<file path="src/rtl/ivt_pkg.sv">
package ivt_pkg;

    typedef enum logic [1:0] {
        SRC_4K = 2'd0,
        SRC_64 = 2'd1,
        SRC_1S = 2'd2,
        SRC_1M = 2'd3
    } ivt_src_e;

    localparam logic [1:0] ADDR_PRESET = 2'd0;
    localparam logic [1:0] ADDR_CTRL   = 2'd1;
    localparam logic [1:0] ADDR_STAT   = 2'd2;

    localparam int CTL_RUN_BIT  = 3;
    localparam int CTL_MODE_BIT = 2;
    localparam int STA_FLAG_BIT = 1;
    localparam int STA_IE_BIT   = 0;

endpackage

</file>
<file path="src/rtl/ivt_tick_sel.sv">
module ivt_tick_sel
    import ivt_pkg::*;
(
    input  logic     clk,
    input  logic     rst_n,
    input  ivt_src_e src_i,
    input  logic     tick_4k_i,
    input  logic     tick_64_i,
    input  logic     tick_1s_i,
    input  logic     tick_1m_i,
    input  logic     phase_i,
    output logic     tick_o,
    output logic     phase_fall_o
);

    logic ph_d, ph_q;

    always_comb begin
        unique case (src_i)
            SRC_4K:  tick_o = tick_4k_i;
            SRC_64:  tick_o = tick_64_i;
            SRC_1S:  tick_o = tick_1s_i;
            default: tick_o = tick_1m_i;
        endcase
        ph_d         = phase_i;
        phase_fall_o = ph_q && !phase_i;
    end

    always_ff @(posedge clk) begin
        if (!rst_n) ph_q <= 1'b0;
        else        ph_q <= ph_d;
    end

endmodule

</file>
<file path="src/rtl/ivt_flag.sv">
module ivt_flag #(
    parameter int GUARD_CYC = 4
) (
    input  logic clk,
    input  logic rst_n,
    input  logic set_i,
    input  logic clr_req_i,
    output logic flag_o
);

    localparam int GW = $clog2(GUARD_CYC + 1);

    typedef struct packed {
        logic          flag;
        logic [GW-1:0] guard;
    } flag_t;

    flag_t s_d, s_q;

    always_comb begin
        s_d = s_q;
        if (s_q.guard != '0) s_d.guard = s_q.guard - GW'(1);
        if (set_i) begin
            s_d.flag  = 1'b1;
            s_d.guard = GW'(GUARD_CYC);
        end else if (clr_req_i && s_q.guard == '0) begin
            s_d.flag = 1'b0;
        end
    end

    always_ff @(posedge clk) begin
        if (!rst_n) s_q <= '0;
        else        s_q <= s_d;
    end

    assign flag_o = s_q.flag;

    // without a clear request the flag never drops
    p_sticky_r9: assert property (@(posedge clk) disable iff (!rst_n)
        (s_q.flag && !clr_req_i) |=> s_q.flag);

    // a freshly set flag survives the next edge whatever is written
    p_guard_r9: assert property (@(posedge clk) disable iff (!rst_n)
        $rose(s_q.flag) |=> s_q.flag);

endmodule

</file>
<file path="src/rtl/ivt_return.sv">
module ivt_return #(
    parameter int RET_FAST_CYC = 8
) (
    input  logic clk,
    input  logic rst_n,
    input  logic set_i,
    input  logic periodic_i,
    input  logic fast_i,
    input  logic phase_fall_i,
    output logic pulse_o
);

    localparam int RW = $clog2(RET_FAST_CYC + 1);

    typedef struct packed {
        logic          pulse;
        logic [RW-1:0] ret;
    } ret_t;

    ret_t s_d, s_q;

    always_comb begin
        s_d = s_q;
        if (set_i) begin
            s_d.pulse = 1'b1;
            s_d.ret   = RW'(RET_FAST_CYC);
        end else if (!periodic_i) begin
            s_d.pulse = 1'b0;
        end else if (s_q.pulse) begin
            if (fast_i) begin
                if (s_q.ret <= RW'(1)) s_d.pulse = 1'b0;
                if (s_q.ret != '0)     s_d.ret   = s_q.ret - RW'(1);
            end else if (phase_fall_i) begin
                s_d.pulse = 1'b0;
            end
        end
    end

    always_ff @(posedge clk) begin
        if (!rst_n) s_q <= '0;
        else        s_q <= s_d;
    end

    assign pulse_o = s_q.pulse;

    // a slow-source pulse holds until the phase falls
    p_slow_hold_r8: assert property (@(posedge clk) disable iff (!rst_n)
        (s_q.pulse && periodic_i && !fast_i && !phase_fall_i) |=> s_q.pulse);

endmodule

</file>
<file path="src/rtl/ivt_core.sv">
module ivt_core
    import ivt_pkg::*;
#(
    parameter int CNT_W        = 8,
    parameter int GUARD_CYC    = 4,
    parameter int RET_FAST_CYC = 8
) (
    input  logic             clk,
    input  logic             rst_n,
    input  logic             tick_4k_i,
    input  logic             tick_64_i,
    input  logic             tick_1s_i,
    input  logic             tick_1m_i,
    input  logic             phase_64_i,
    input  logic             wr_en_i,
    input  logic [1:0]       wr_addr_i,
    input  logic [CNT_W-1:0] wr_data_i,
    output logic [CNT_W-1:0] count_o,
    output logic             flag_o,
    output logic             enable_o,
    output logic             irq_pull_o
);

    typedef struct packed {
        logic [CNT_W-1:0] preset;
        logic [CNT_W-1:0] count;
        logic             en;
        logic             run;
        logic             nostop;
        logic             periodic;
        ivt_src_e         src;
        logic             ie;
    } core_t;

    core_t s_d, s_q;

    logic tick, phase_fall, ev, flag, pulse;
    logic wr_preset, wr_ctrl, wr_stat, clr_req;

    ivt_tick_sel u_tick (
        .clk         (clk),
        .rst_n       (rst_n),
        .src_i       (s_q.src),
        .tick_4k_i   (tick_4k_i),
        .tick_64_i   (tick_64_i),
        .tick_1s_i   (tick_1s_i),
        .tick_1m_i   (tick_1m_i),
        .phase_i     (phase_64_i),
        .tick_o      (tick),
        .phase_fall_o(phase_fall)
    );

    ivt_flag #(.GUARD_CYC(GUARD_CYC)) u_flag (
        .clk      (clk),
        .rst_n    (rst_n),
        .set_i    (ev),
        .clr_req_i(clr_req),
        .flag_o   (flag)
    );

    ivt_return #(.RET_FAST_CYC(RET_FAST_CYC)) u_ret (
        .clk         (clk),
        .rst_n       (rst_n),
        .set_i       (ev && s_q.periodic),
        .periodic_i  (s_q.periodic),
        .fast_i      (s_q.src == SRC_4K),
        .phase_fall_i(phase_fall),
        .pulse_o     (pulse)
    );

    always_comb begin
        wr_preset = wr_en_i && (wr_addr_i == ADDR_PRESET);
        wr_ctrl   = wr_en_i && (wr_addr_i == ADDR_CTRL);
        wr_stat   = wr_en_i && (wr_addr_i == ADDR_STAT);
        clr_req   = wr_stat && !wr_data_i[STA_FLAG_BIT];

        s_d = s_q;
        ev  = 1'b0;

        // tick handling on the registered state
        if (s_q.run && tick) begin
            if (s_q.count != '0) begin
                s_d.count = s_q.count - CNT_W'(1);
                ev        = (s_q.count == CNT_W'(1));
            end
            if (ev && s_q.periodic) s_d.count = s_q.preset;
            if (!s_q.en)            s_d.run   = 1'b0;
        end else if (s_q.en && !s_q.run && tick) begin
            s_d.run = 1'b1;
        end

        if (ev && !s_q.periodic && !s_q.nostop) begin
            s_d.en  = 1'b0;
            s_d.run = 1'b0;
        end

        // software writes take precedence
        if (wr_preset) begin
            s_d.preset = wr_data_i;
            s_d.count  = wr_data_i;
        end
        if (wr_ctrl) begin
            if (wr_data_i[CTL_RUN_BIT] && !s_q.en) s_d.nostop = flag;
            s_d.en       = wr_data_i[CTL_RUN_BIT];
            s_d.periodic = wr_data_i[CTL_MODE_BIT];
            s_d.src      = ivt_src_e'(wr_data_i[1:0]);
        end
        if (wr_stat) s_d.ie = wr_data_i[STA_IE_BIT];
    end

    always_ff @(posedge clk) begin
        if (!rst_n) begin
            s_q     <= '0;
            s_q.src <= SRC_4K;
        end else begin
            s_q <= s_d;
        end
    end

    assign count_o    = s_q.count;
    assign flag_o     = flag;
    assign enable_o   = s_q.en;
    assign irq_pull_o = s_q.ie && (s_q.periodic ? pulse : flag);

    // an unarmed counter never moves without a preset write
    p_arm_r3: assert property (@(posedge clk) disable iff (!rst_n)
        (!s_q.run && !wr_preset) |=> $stable(s_q.count));

    // a level zero event drops the run bit unless software rewrites it
    p_level_stop_r5: assert property (@(posedge clk) disable iff (!rst_n)
        (ev && !s_q.periodic && !s_q.nostop && !wr_ctrl) |=> !s_q.en);

    // periodic zero event reloads the preset
    p_reload_r7: assert property (@(posedge clk) disable iff (!rst_n)
        (ev && s_q.periodic && !wr_preset) |=> (s_q.count == $past(s_q.preset)));

    // a zero count never wraps or raises the flag
    p_no_wrap_r10: assert property (@(posedge clk) disable iff (!rst_n)
        (s_q.count == '0 && !wr_preset && !flag && !wr_en_i) |=> (s_q.count == '0 && !flag));

endmodule

</file>
<file path="config.mk">
export PLATFORM = sky130hd
export DESIGN_NAME = ivt_core
export DESIGN_NICKNAME = d
export VERILOG_FILES = /design/src/rtl/ivt_pkg.sv /design/src/rtl/ivt_tick_sel.sv /design/src/rtl/ivt_flag.sv /design/src/rtl/ivt_return.sv /design/src/rtl/ivt_core.sv
export SDC_FILE = /design/constraint.sdc
export NUM_CORES = 1
export LEC_CHECK = 0
export BUFFER_PORTS_ARGS = -buffer_cell sky130_fd_sc_hd__buf_2
export CORE_UTILIZATION = 30
export DETAILED_ROUTE_END_ITERATION = 7
export PLACE_DENSITY = 0.46
export SYNTH_ARGS = -nofsm -noshare
export SYNTH_HDL_FRONTEND = slang
export SYNTH_HIERARCHICAL = 1
export SYNTH_SLANG_ARGS = --single-unit
</file>
<file path="constraint.sdc">
create_clock -name clk -period 5.6 [get_ports clk]
set_input_delay 0.56 -clock clk [delete_from_list [all_inputs] [get_ports clk]]
set_output_delay 0.56 -clock clk [all_outputs]
set_load 0.02 [all_outputs]
</file>
# Yosys cells after proc, flatten, opt, wreduce, memory -nomap -nowiden
# Index checks and enable logic that the tools add are counted.
[op_classes]
eq_ne = 6
n_mux = 27
n_bitwise = 1
n_reduce_logical = 45
addsub = 3
magnitude_cmp = 1
[op_table]
columns = ["operator", "n"]
rows = [
  ["8-bit two-way mux", 4],
  ["2-bit nonzero test", 9],
  ["1-bit logical AND", 15],
  ["1-bit two-way mux", 14],
  ["4-bit two-way mux", 3],
  ["5-bit two-way mux", 2],
  ["8-bit by 1-bit equality test with 1-bit output, second input constant", 1],
  ["4-bit AND reduction", 2],
  ["8-bit nonzero test", 1],
  ["8-bit by 1-bit subtractor with 8-bit output, second input constant", 1],
  ["1-bit zero test", 6],
  ["3-bit two-way mux", 2],
  ["2-bit AND reduction", 3],
  ["3-bit nonzero test", 2],
  ["2-bit OR reduction", 3],
  ["2-bit by 1-bit equality test with 1-bit output, second input constant", 2],
  ["2-bit equality test, second input constant", 2],
  ["4-bit by 1-bit <= comparator with 1-bit output, second input constant", 1],
  ["2-bit zero test", 2],
  ["4-bit nonzero test", 1],
  ["4-bit by 1-bit subtractor with 4-bit output, second input constant", 1],
  ["3-bit zero test", 1],
  ["1-bit one-hot mux with 3 select lines", 1],
  ["3-bit by 1-bit subtractor with 3-bit output, second input constant", 1],
  ["other kinds (3)", 3],
]
[word_totals]
output_inout_bits = 11
reg_bits = 33
word_cells = 98
in_bits = 18

# Longest topological paths before layout
# Gate-level depths: netlist of run 1.
[depth]
ltp_word = 9
ltp_mapped = 9
depth_no_buf = 8

# Modules after synthesis
# Netlist of run 1, hierarchy kept.
[modules_own_cells]
columns = ["mod", "seq_area_each_um2", "cells_per_inst", "area_per_inst_um2", "n_inst"]
rows = [
  ["ivt_core", 460.4, 162, 1350.0, 1],
  ["ivt_return", 100.1, 36, 309.0, 1],
  ["ivt_flag", 80.1, 20, 203.9, 1],
  ["ivt_tick_sel", 20.0, 4, 55.1, 1],
]

# Least setup slack after synthesis of run 1
# OpenSTA, ideal clock, no wires.
[synth_timing]
path_kind = "register to register"
startpoint = "register s_q, in the netlist count_o[0]"
endpoint = "register u_ret/s_q[2] (netlist bit)"
arrival_time_ns = 1.859
t_required_ns = 5.484
path_stages_with_launch = 10
period_less_slack_ns = 1.975
path_buffers = 1
setup_time_ns = 0.116
setup_slack_ns = 3.625
cell_sequence = "dfxtp_1 inv_1 ha_1 nor2b_1 nand4_2 buf_6 nor2_1 or2b_1 nor2_1 a41o_2"
[synth_via]
elab_chain_cells = 6
word_cells_on_any_way = 7
classes_between = "1 x eq/ne; 3 x mux; 3 x reduce/logical"
[synth_rtl]
columns = ["element", "line_no", "source"]
rows = [
  ["start: declaration", "ivt_core.sv:35", "core_t s_d, s_q;"],
  ["8-bit by 1-bit equality test with 1-bit output or 8-bit nonzero test (tied branches)", "ivt_core.sv:84, ivt_core.sv:82", ""],
  ["1-bit two-way mux (*)", "ivt_core.sv:82", "if (s_q.count != '0) begin"],
  ["1-bit two-way mux (*) (2 in series)", "ivt_core.sv:81", "if (s_q.run && tick) begin"],
  ["1-bit logical AND (*)", "ivt_core.sv:64", ".set_i (ev && s_q.periodic),"],
  ["2-bit OR reduction (no line) (*)", "--", ""],
  ["end signal: assignment", "ivt_return.sv:40", "if (!rst_n) s_q <= '0;"],
  ["end signal: assignment", "ivt_return.sv:41", "else s_q <= s_d;"],
  ["end: declaration", "ivt_return.sv:20", "ret_t s_d, s_q;"],
]
# Mark *: on every way between the ends. The rest lies on a longest branch, timed or not. The select of a mux whose other input is x is not followed.
# A chain may end at the register's enable or synchronous reset.

# Final worst setup path of run 1
# Ends and elaborated chain as after synthesis.

==> results of run 1 <==
logic make-up after synthesis:
kind of cell             after synthesis  share of synthesized area, %
AO/OA/AOI/OAI                         56                         19.83
XOR/XNOR                               4                         1.827
adder cells (fa/ha/maj)                9                         5.871
buffers and inverters                 27                         7.763
flip-flops                            33                         34.44
multiplexers                           9                         5.610
AND/OR/NAND/NOR                       84                         24.66
per-layer routing:
metal | track usage, % | wire length [µm] | vias to the layer above
li1 | - | - | 812
met1 | 19.27 | 2282 | 717
met2 | 21.32 | 1807 | 34
met3 | 4.333 | 216 | 7
met4 | 5.789 | 73 | 0
met5 | 0 | 0 | -
report_power, final:
part / switching (W) / internal (W)
sequential: 0.0000103 / 0.000247
combinational: 0.0000554 / 0.0000460
clock: 0.0000928 / 0.000111
total: 0.000158 / 0.000404
area by class of cell:
class,instances,area share (%)
multi-input cells,162,51.86
flip-flops and latches,33,30.77
repair buffers,28,6.527
clock buffers,7,4.487
well taps,75,4.371
inverters,10,1.748
clock inverters,1,0.2331
worst register-to-register path: cells and delay by family (launching register included):
kind            cells  cell delay, ns
buf+inv             1            0.12
fa+ha+maj           1            0.26
flops               1            0.41
simple gates        5            1.22
compound gates      1            0.26
layout by cell type, fill, tap and decap left out, types with 2 or more instances in the layout:
cell      netlist  layout
a311oi_1        2       2
clkbuf_8        0       7
nor3b_2         1       2
a21oi_1         8       8
xnor2_1         2       2
or3_1           3       3
nor2b_1        10      10
buf_2           2      28
or2b_1          3       3
o21ai_0        10      10
a21boi_0        9       9
nand3_1         3       3
and2_1          2       2
a211oi_1        4       4
o22ai_1         3       3
ha_1            9       9
nand3b_1        2       2
mux2i_1         7       7
xor2_1          2       2
a31oi_1         6       6
or2_2           2       2
o211ai_1        3       3
nor3_1          4       4
dfxtp_1        33      33
nand2_1        24      24
inv_1          10      10
nor2_1         14      14
o21a_1          3       3
nor3b_1         4       3
worst min path at each step:
| stage | slack, ns | startpoint | cells past startpoint | end |
|---|---|---|---|---|
| after floorplan | 0.44 | u_flag/s_q[1]$_SDFFE_PP0P_ | 2 | u_flag/s_q[1]$_SDFFE_PP0P_ |
| after global placement | 0.46 | u_flag/s_q[1]$_SDFFE_PP0P_ | 2 | u_flag/s_q[1]$_SDFFE_PP0P_ |
| after detailed placement | 0.46 | u_flag/s_q[1]$_SDFFE_PP0P_ | 2 | u_flag/s_q[1]$_SDFFE_PP0P_ |
| after CTS | 0.47 | u_flag/s_q[1]$_SDFFE_PP0P_ | 2 | u_flag/s_q[1]$_SDFFE_PP0P_ |
| after global routing | 0.49 | phase_64_i | 2 | u_tick/ph_q$_SDFF_PN0_ |
| final | 0.47 | u_flag/s_q[1]$_SDFFE_PP0P_ | 2 | u_flag/s_q[1]$_SDFFE_PP0P_ |
sequential cells by signal (all words and copies together) (netlist names):
signal	flops
count_o	8
enable_o	1
s_q	14
u_flag/flag_o	1
u_flag/s_q	3
u_ret/pulse_o	1
u_ret/s_q	4
u_tick/ph_q	1
through the flow:
| stage | instances | instance area (µm²) |
|---|---|---|
| after floorplan | 222 | 1918 |
| after global placement | 308 | 2046 |
| after detailed placement | 308 | 2046 |
| after CTS | 316 | 2147 |
| after global routing | 316 | 2147 |
| final | 316 | 2147 |
==> impl_metrics.csv, run 1 <==
group,metric,value,unit
status,status,"complete, no violations",
critical_path,cp.depth,8,
floorplan,die_w,81.96,µm
sta,hold_viol,0,
placed_design,place_worst_setup_slack,3.245,ns
critical_path,cp-start-kind,"register",
clocking,numClockSinks,33,
synthesis,synth_area,1918,µm²
sta,finalSetupViolCount,0,
critical_path,slowest_delay,0.41,ns
sta,post-route-period-util,41.94,%
sta,layout_min_cycle_time,2.349,ns
global_route,grt_overflow,0,
final_layout,syn2layout_area_growth,11.94,%
critical_path,critPathKind,"reg -> reg",
critical_path,crit_chain,"inv_1 > ha_1 > nor2b_1 > nand4_2 > nor2_1 > or2b_1 > nor2_1 > a41o_2",
synthesis,synthTopCellsByArea,"dfxtp_1 34%, ha_1 5.9%, nand2_1 4.7%",
sta,drv_slew,0,
detailed_routing,viasPerCell,4.968,
clocking,ctsHoldBuffers,0,
final_layout,num-nets-final,267,
synthesis,yosysSeqAreaShare,34.44,%
synthesis,yosys_warnings,6,
critical_path,cpMaxStageDelayCell,"dfxtp_1",
clocking,cts-htree-levels,2,
floorplan,core_area,6061,µm²
critical_path,crit_path_frequent_cell,"nor2_1",
placed_design,hpwlAfterDp,3101,µm
global_route,grt_pass1_wl,7093,µm
clocking,numCtsBuffers,5,
final_layout,final_layout_size_suffix_gt1_share,21.16,%
detailed_routing,drc_errors,0,
global_route,grt_pass1_vias,1444,
detailed_routing,drtIter0Drc,67,
synthesis,synth_flop_cell,"dfxtp_1",
critical_path,critPathCaptureType,"register",
min_path,hold_path_class,"reg -> reg",
critical_path,regToRegStartpoint,"count_o[0]$_SDFFE_PN0P_",
detailed_routing,finalWirelength,4379,µm
critical_path,rrSetupSlack,3.25,ns
critical_path,critPathBufInv,1,
global_route,grt_max_degree,33,
synthesis,synth_top_area_share,34.44,%
sta,max_freq,425.8,MHz
pwr,power.total,0.0005627,W
global_route,track_usage,14.40,%
critical_path,cp.required,5.79,ns
sta,whs,0.4666,ns
detailed_routing,dr.pass1.iters,4,
detailed_routing,wire_per_inst,13.86,µm
clocking,clock_path_buffers,2,
synthesis,synth-seq-cells,33,
sta,final.setup.tns,0,ns
synthesis,ys_top_cells_by_count,"33 x dfxtp_1, 24 x nand2_1, 14 x nor2_1",
synthesis,synth_fp_nets,249,
floorplan,die-area,6717,µm²
synthesis,synth.most_common_cell,"dfxtp_1",
final_layout,multi_input_area,1114,µm²
sta,finalWorstSetupSlack,3.251,ns
synthesis,synthCells,222,
clocking,root_buffer,"clkbuf_8",
clocking,post_cts.repair.setup_buffers,0,
floorplan,rows,28,
final_layout,postLayoutCoreUtil,35.43,%
placed_design,place.gp.congestion,0.7418,
synthesis,synth_cell_types,53,
synthesis,synth_top_cell_by_area,"dfxtp_1",
detailed_routing,postRouteAntennaNets,0,
synthesis,ys_async_sr_fraction,0,%
sta,skew,0.006731,ns
critical_path,crit_path_start,"count_o[0]$_SDFFE_PN0P_",
sta,tightest_slew,1.026,ns
critical_path,crit_family,"simple AND/OR/NAND/NOR gates",
floorplan,pin_count,29,
critical_path,r2r_end,"u_ret/s_q[2]$_SDFFE_PP0P_",
critical_path,crit_fanout,13,
clocking,clk_pin_slew,0.07,ns
floorplan,die_h,81.96,µm
detailed_routing,via_count,1570,
run,cap_violations,0,
clocking,cts_resized,0,
pwr,p_leak,0.8606,nW
clocking,insertion_delay,0.29,ns
critical_path,rr_worst_depth,8,
final_layout,fill_cells,649,
synthesis,avgSynthCellArea,8.640,µm²
synthesis,synth_edf_count,0,
sta,rsz0062_at_grt,"no",
final_layout,diodes,0,
clocking,cts_tree,"yes",
critical_path,cp-endpoint,"u_ret/s_q[2]$_SDFFE_PP0P_",
floorplan,start_util,31.65,%
critical_path,crit_arrival,2.54,ns
final_layout,seqCellArea,660.6,µm²
sta,max-slew-margin-rel,31.29,%
pwr,peakVddDrop,0.08835,mV
pwr,power.density,262.1,nW/µm²
global_route,antenna_found_initial,0,
placed_design,port_buffers,28,
No activity file was read; power rests on OpenSTA's default activity.
==> inputs of run 2 (changes only) <==
--- a/config.mk
+++ b/config.mk
@@ -5,10 +5,11 @@
 export SDC_FILE = /design/constraint.sdc
 export NUM_CORES = 1
 export LEC_CHECK = 0
+export ABC_AREA = 1
 export BUFFER_PORTS_ARGS = -buffer_cell sky130_fd_sc_hd__buf_2
 export CORE_UTILIZATION = 30
 export DETAILED_ROUTE_END_ITERATION = 7
-export PLACE_DENSITY = 0.46
+export PLACE_DENSITY = 0.48
 export SYNTH_ARGS = -nofsm -noshare
 export SYNTH_HDL_FRONTEND = slang
 export SYNTH_HIERARCHICAL = 1
==> constraint.sdc (replaced) <==
create_clock -name clk -period 1.9 [get_ports clk]
set_input_delay 0.19 -clock clk [delete_from_list [all_inputs] [get_ports clk]]
set_output_delay 0.19 -clock clk [all_outputs]
set_load 0.02 [all_outputs]
==> impl_metrics.csv, run 2 <==
group,metric,value,unit
clocking,ctsHoldBuffers,0,
pwr,power.density,911.7,nW/µm²
global_route,grt_pass1_wl,7610,µm
synthesis,synthSimpleGateAreaFrac,32.48,%
placed_design,hpwlAfterDp,3446,µm
final_layout,fill_cells,696,
synthesis,synth_flop_cell,"dfxtp_1",
critical_path,crit_arrival,1.84,ns
final_layout,largest_reg_flops,14,
global_route,grt_busiest_layer,"met2",
critical_path,cp-start-kind,"register",
synthesis,synth_edf_count,0,
run,cap_violations,0,
final_layout,postLayoutCoreUtil,36.00,%
synthesis,synthAdderAreaFrac,5.455,%
sta,max_freq,600.9,MHz
global_route,grtUsageMet2,20.01,%
critical_path,critPathCaptureType,"register",
placed_design,place.gp.congestion,0.7674,
status,status,"complete, but fails checks",
critical_path,crit_fanout,7,
critical_path,r2r_end,"u_ret/s_q[2]$_SDFFE_PP0P_",
critical_path,critPathBufInv,1,
critical_path,critPathKind,"reg -> reg",
synthesis,synth_xor_area_share,0.8485,%
detailed_routing,finalWirelength,4358,µm
critical_path,cp-endpoint,"u_ret/s_q[2]$_SDFFE_PP0P_",
sta,hold_viol,0,
synthesis,synthTopCellsByArea,"dfxtp_1 32%, nand2_1 11%, inv_1 8.0%",
sta,post-route-period-util,87.59,%
synthesis,synth-seq-cells,33,
floorplan,die-area,7217,µm²
clocking,clk_pin_slew,0.07,ns
critical_path,cp.required,2.08,ns
status,violations,"DRC",
synthesis,avgSynthCellArea,6.882,µm²
sta,layout_min_cycle_time,1.664,ns
detailed_routing,viasPerCell,4.542,
clocking,numClockSinks,33,
global_route,met1_usage,18.31,%
global_route,grt_pass1_vias,1650,
synthesis,synth_cell_types,31,
floorplan,pin_count,29,
synthesis,synth_area,2064,µm²
synthesis,synth.most_common_cell,"nand2_1",
sta,tightest_slew,0.3787,ns
global_route,grt_overflow,0,
clocking,clock_path_buffers,2,
synthesis,synthCells,300,
detailed_routing,drc_errors,2,
pwr,peakVddDrop,0.3669,mV
detailed_routing,via_count,1826,
sta,max-slew-margin-rel,74.72,%
detailed_routing,dr.pass1.iters,8,
sta,finalSetupViolCount,0,
floorplan,die_w,84.96,µm
floorplan,die_h,84.96,µm
min_path,hold_depth,3,
final_layout,final_cell_mix,"63 x nand2_1, 44 x inv_1, 33 x dfxtp_1",
critical_path,cpMaxStageDelayCell,"dfxtp_1",
critical_path,slowest_delay,0.41,ns
final_layout,final_layout_size_suffix_gt1_share,23.69,%
clocking,cts_tree,"yes",
sta,drv_slew,0,
clocking,cts-htree-levels,2,
critical_path,cp.depth,7,
detailed_routing,wire_per_inst,10.84,µm
placed_design,port_buffers,28,
synthesis,synth_top_cell_by_area,"dfxtp_1",
synthesis,ys_top_cells_by_count,"63 x nand2_1, 44 x inv_1, 33 x dfxtp_1",
critical_path,crit_path_frequent_cell,"nor2_1",
final_layout,diodes,0,
final_layout,layout_commonest_cell,"nand2_1",
detailed_routing,postRouteAntennaNets,0,
critical_path,rrSetupSlack,0.24,ns
global_route,track_usage,13.23,%
synthesis,synth_fp_nets,327,
critical_path,rr_worst_depth,7,
sta,skew,0.002265,ns
synthesis,synth_compound_area_share,14.67,%
global_route,grt_max_degree,16,
sta,whs,0.09717,ns
floorplan,core_area,6495,µm²
critical_path,crit_family,"simple AND/OR/NAND/NOR gates",
clocking,insertion_delay,0.28,ns
critical_path,crit_path_start,"count_o[0]$_SDFFE_PN0P_",
detailed_routing,drtIter0Drc,64,
clocking,post_cts.repair.setup_buffers,0,
synthesis,synth_mux_area_share,0,%
sta,final.setup.tns,0,ns
pwr,p_leak,1.159,nW
global_route,grt.met3_usage,3.016,%
critical_path,regToRegStartpoint,"count_o[0]$_SDFFE_PN0P_",
synthesis,synth_top_family_by_area,"simple AND/OR/NAND/NOR gates",
clocking,numCtsBuffers,5,
sta,rsz0062_at_grt,"no",
synthesis,yosys_warnings,6,
final_layout,num-nets-final,351,
critical_path,crit_chain,"inv_1 > ha_1 > nor2_4 > nand3_2 > nor2_1 > nor2_1 > and3_1",
clocking,root_buffer,"clkbuf_8",
floorplan,start_util,31.79,%
min_path,hold_path_class,"in -> reg",
final_layout,top_register,"s_q",
global_route,antenna_found_initial,0,
synthesis,yosysSeqAreaShare,32.00,%
pwr,power.total,0.002132,W
synthesis,ys_async_sr_fraction,0,%
floorplan,rows,29,
final_layout,syn2layout_area_growth,13.27,%
synthesis,synth_top_area_share,32.00,%
clocking,cts_resized,0,
-- run 2: changes by cell type after synthesis, moves of 6 or more --
cell,before,now
nand3_1,3,18
nand2_1,24,63
nand4_1,1,9
a21oi_1,8,22
nor2b_1,10,0
a31oi_1,6,0
inv_1,10,44
mux2i_1,7,0
a21oi_2,0,10
a21boi_0,9,0
inv_2,0,9
nor2_1,14,25
-- run 2: power by group --
group / total, W / switching [W] / internal, W
combinational: 0.000645 / 0.000409 / 0.000236
clock: 0.000687 / 0.000259 / 0.000428
sequential: 0.000801 / 0.0000508 / 0.000750
total: 0.00213 / 0.000719 / 0.00141
-- run 2: cell type report --
class	instances	area (µm²)	share of cell area, %
Multi-Input combinational cell	199	1104	47.19
Clock inverter	1	30.03	1.284
Timing Repair Buffer	30	155.1	6.635
Tap cell	77	96.34	4.120
Inverter	55	206.4	8.828
Sequential cell	33	660.6	28.25
Clock buffer	7	86.33	3.692
-- run 2: per-layer routing --
metal	share of wire, %	wire (µm)	vias to the layer above
met5	0	0	-
met4	1.5	64	0
met3	2.8	122	7
met2	43	1863	26
met1	53	2307	805
li1	-	-	988
-- run 2: worst reg2reg max path, cell delays in order, from the launching register on --
cell	delay, ns
dfxtp_1	0.41
inv_1	0.10
ha_1	0.26
nor2_4	0.20
nand3_2	0.14
nor2_1	0.17
nor2_1	0.10
and3_1	0.17
-- run 2: cell families (layout without fill, tap and decap cells) --
kind of cell / count (synthesis) / in the layout
fa+ha+maj: 9 / 9
buf+inv: 68 / 93
xor+xnor: 2 / 2
simple gates: 138 / 138
flops: 33 / 33
compound gates: 50 / 50
-- run 2: worst min-delay path by stage --
stage | endpoint | slack (ns) | startpoint
floorplan | u_tick/ph_q$_SDFF_PN0_ | 0.28 | phase_64_i
global placement | u_tick/ph_q$_SDFF_PN0_ | 0.39 | phase_64_i
detailed placement | u_tick/ph_q$_SDFF_PN0_ | 0.39 | phase_64_i
CTS | u_tick/ph_q$_SDFF_PN0_ | 0.09 | phase_64_i
global route | u_tick/ph_q$_SDFF_PN0_ | 0.14 | phase_64_i
finish | u_tick/ph_q$_SDFF_PN0_ | 0.1 | phase_64_i
-- run 2: per-stage QoR --
step	std cells	cell area (µm²)	setup WS, ns
after floorplan	300	2064	0.4652
after global placement	394	2222	0.3097
after detailed placement	394	2222	0.2290
after CTS	402	2338	0.2202
after global routing	402	2338	0.07640
final	402	2338	0.2358
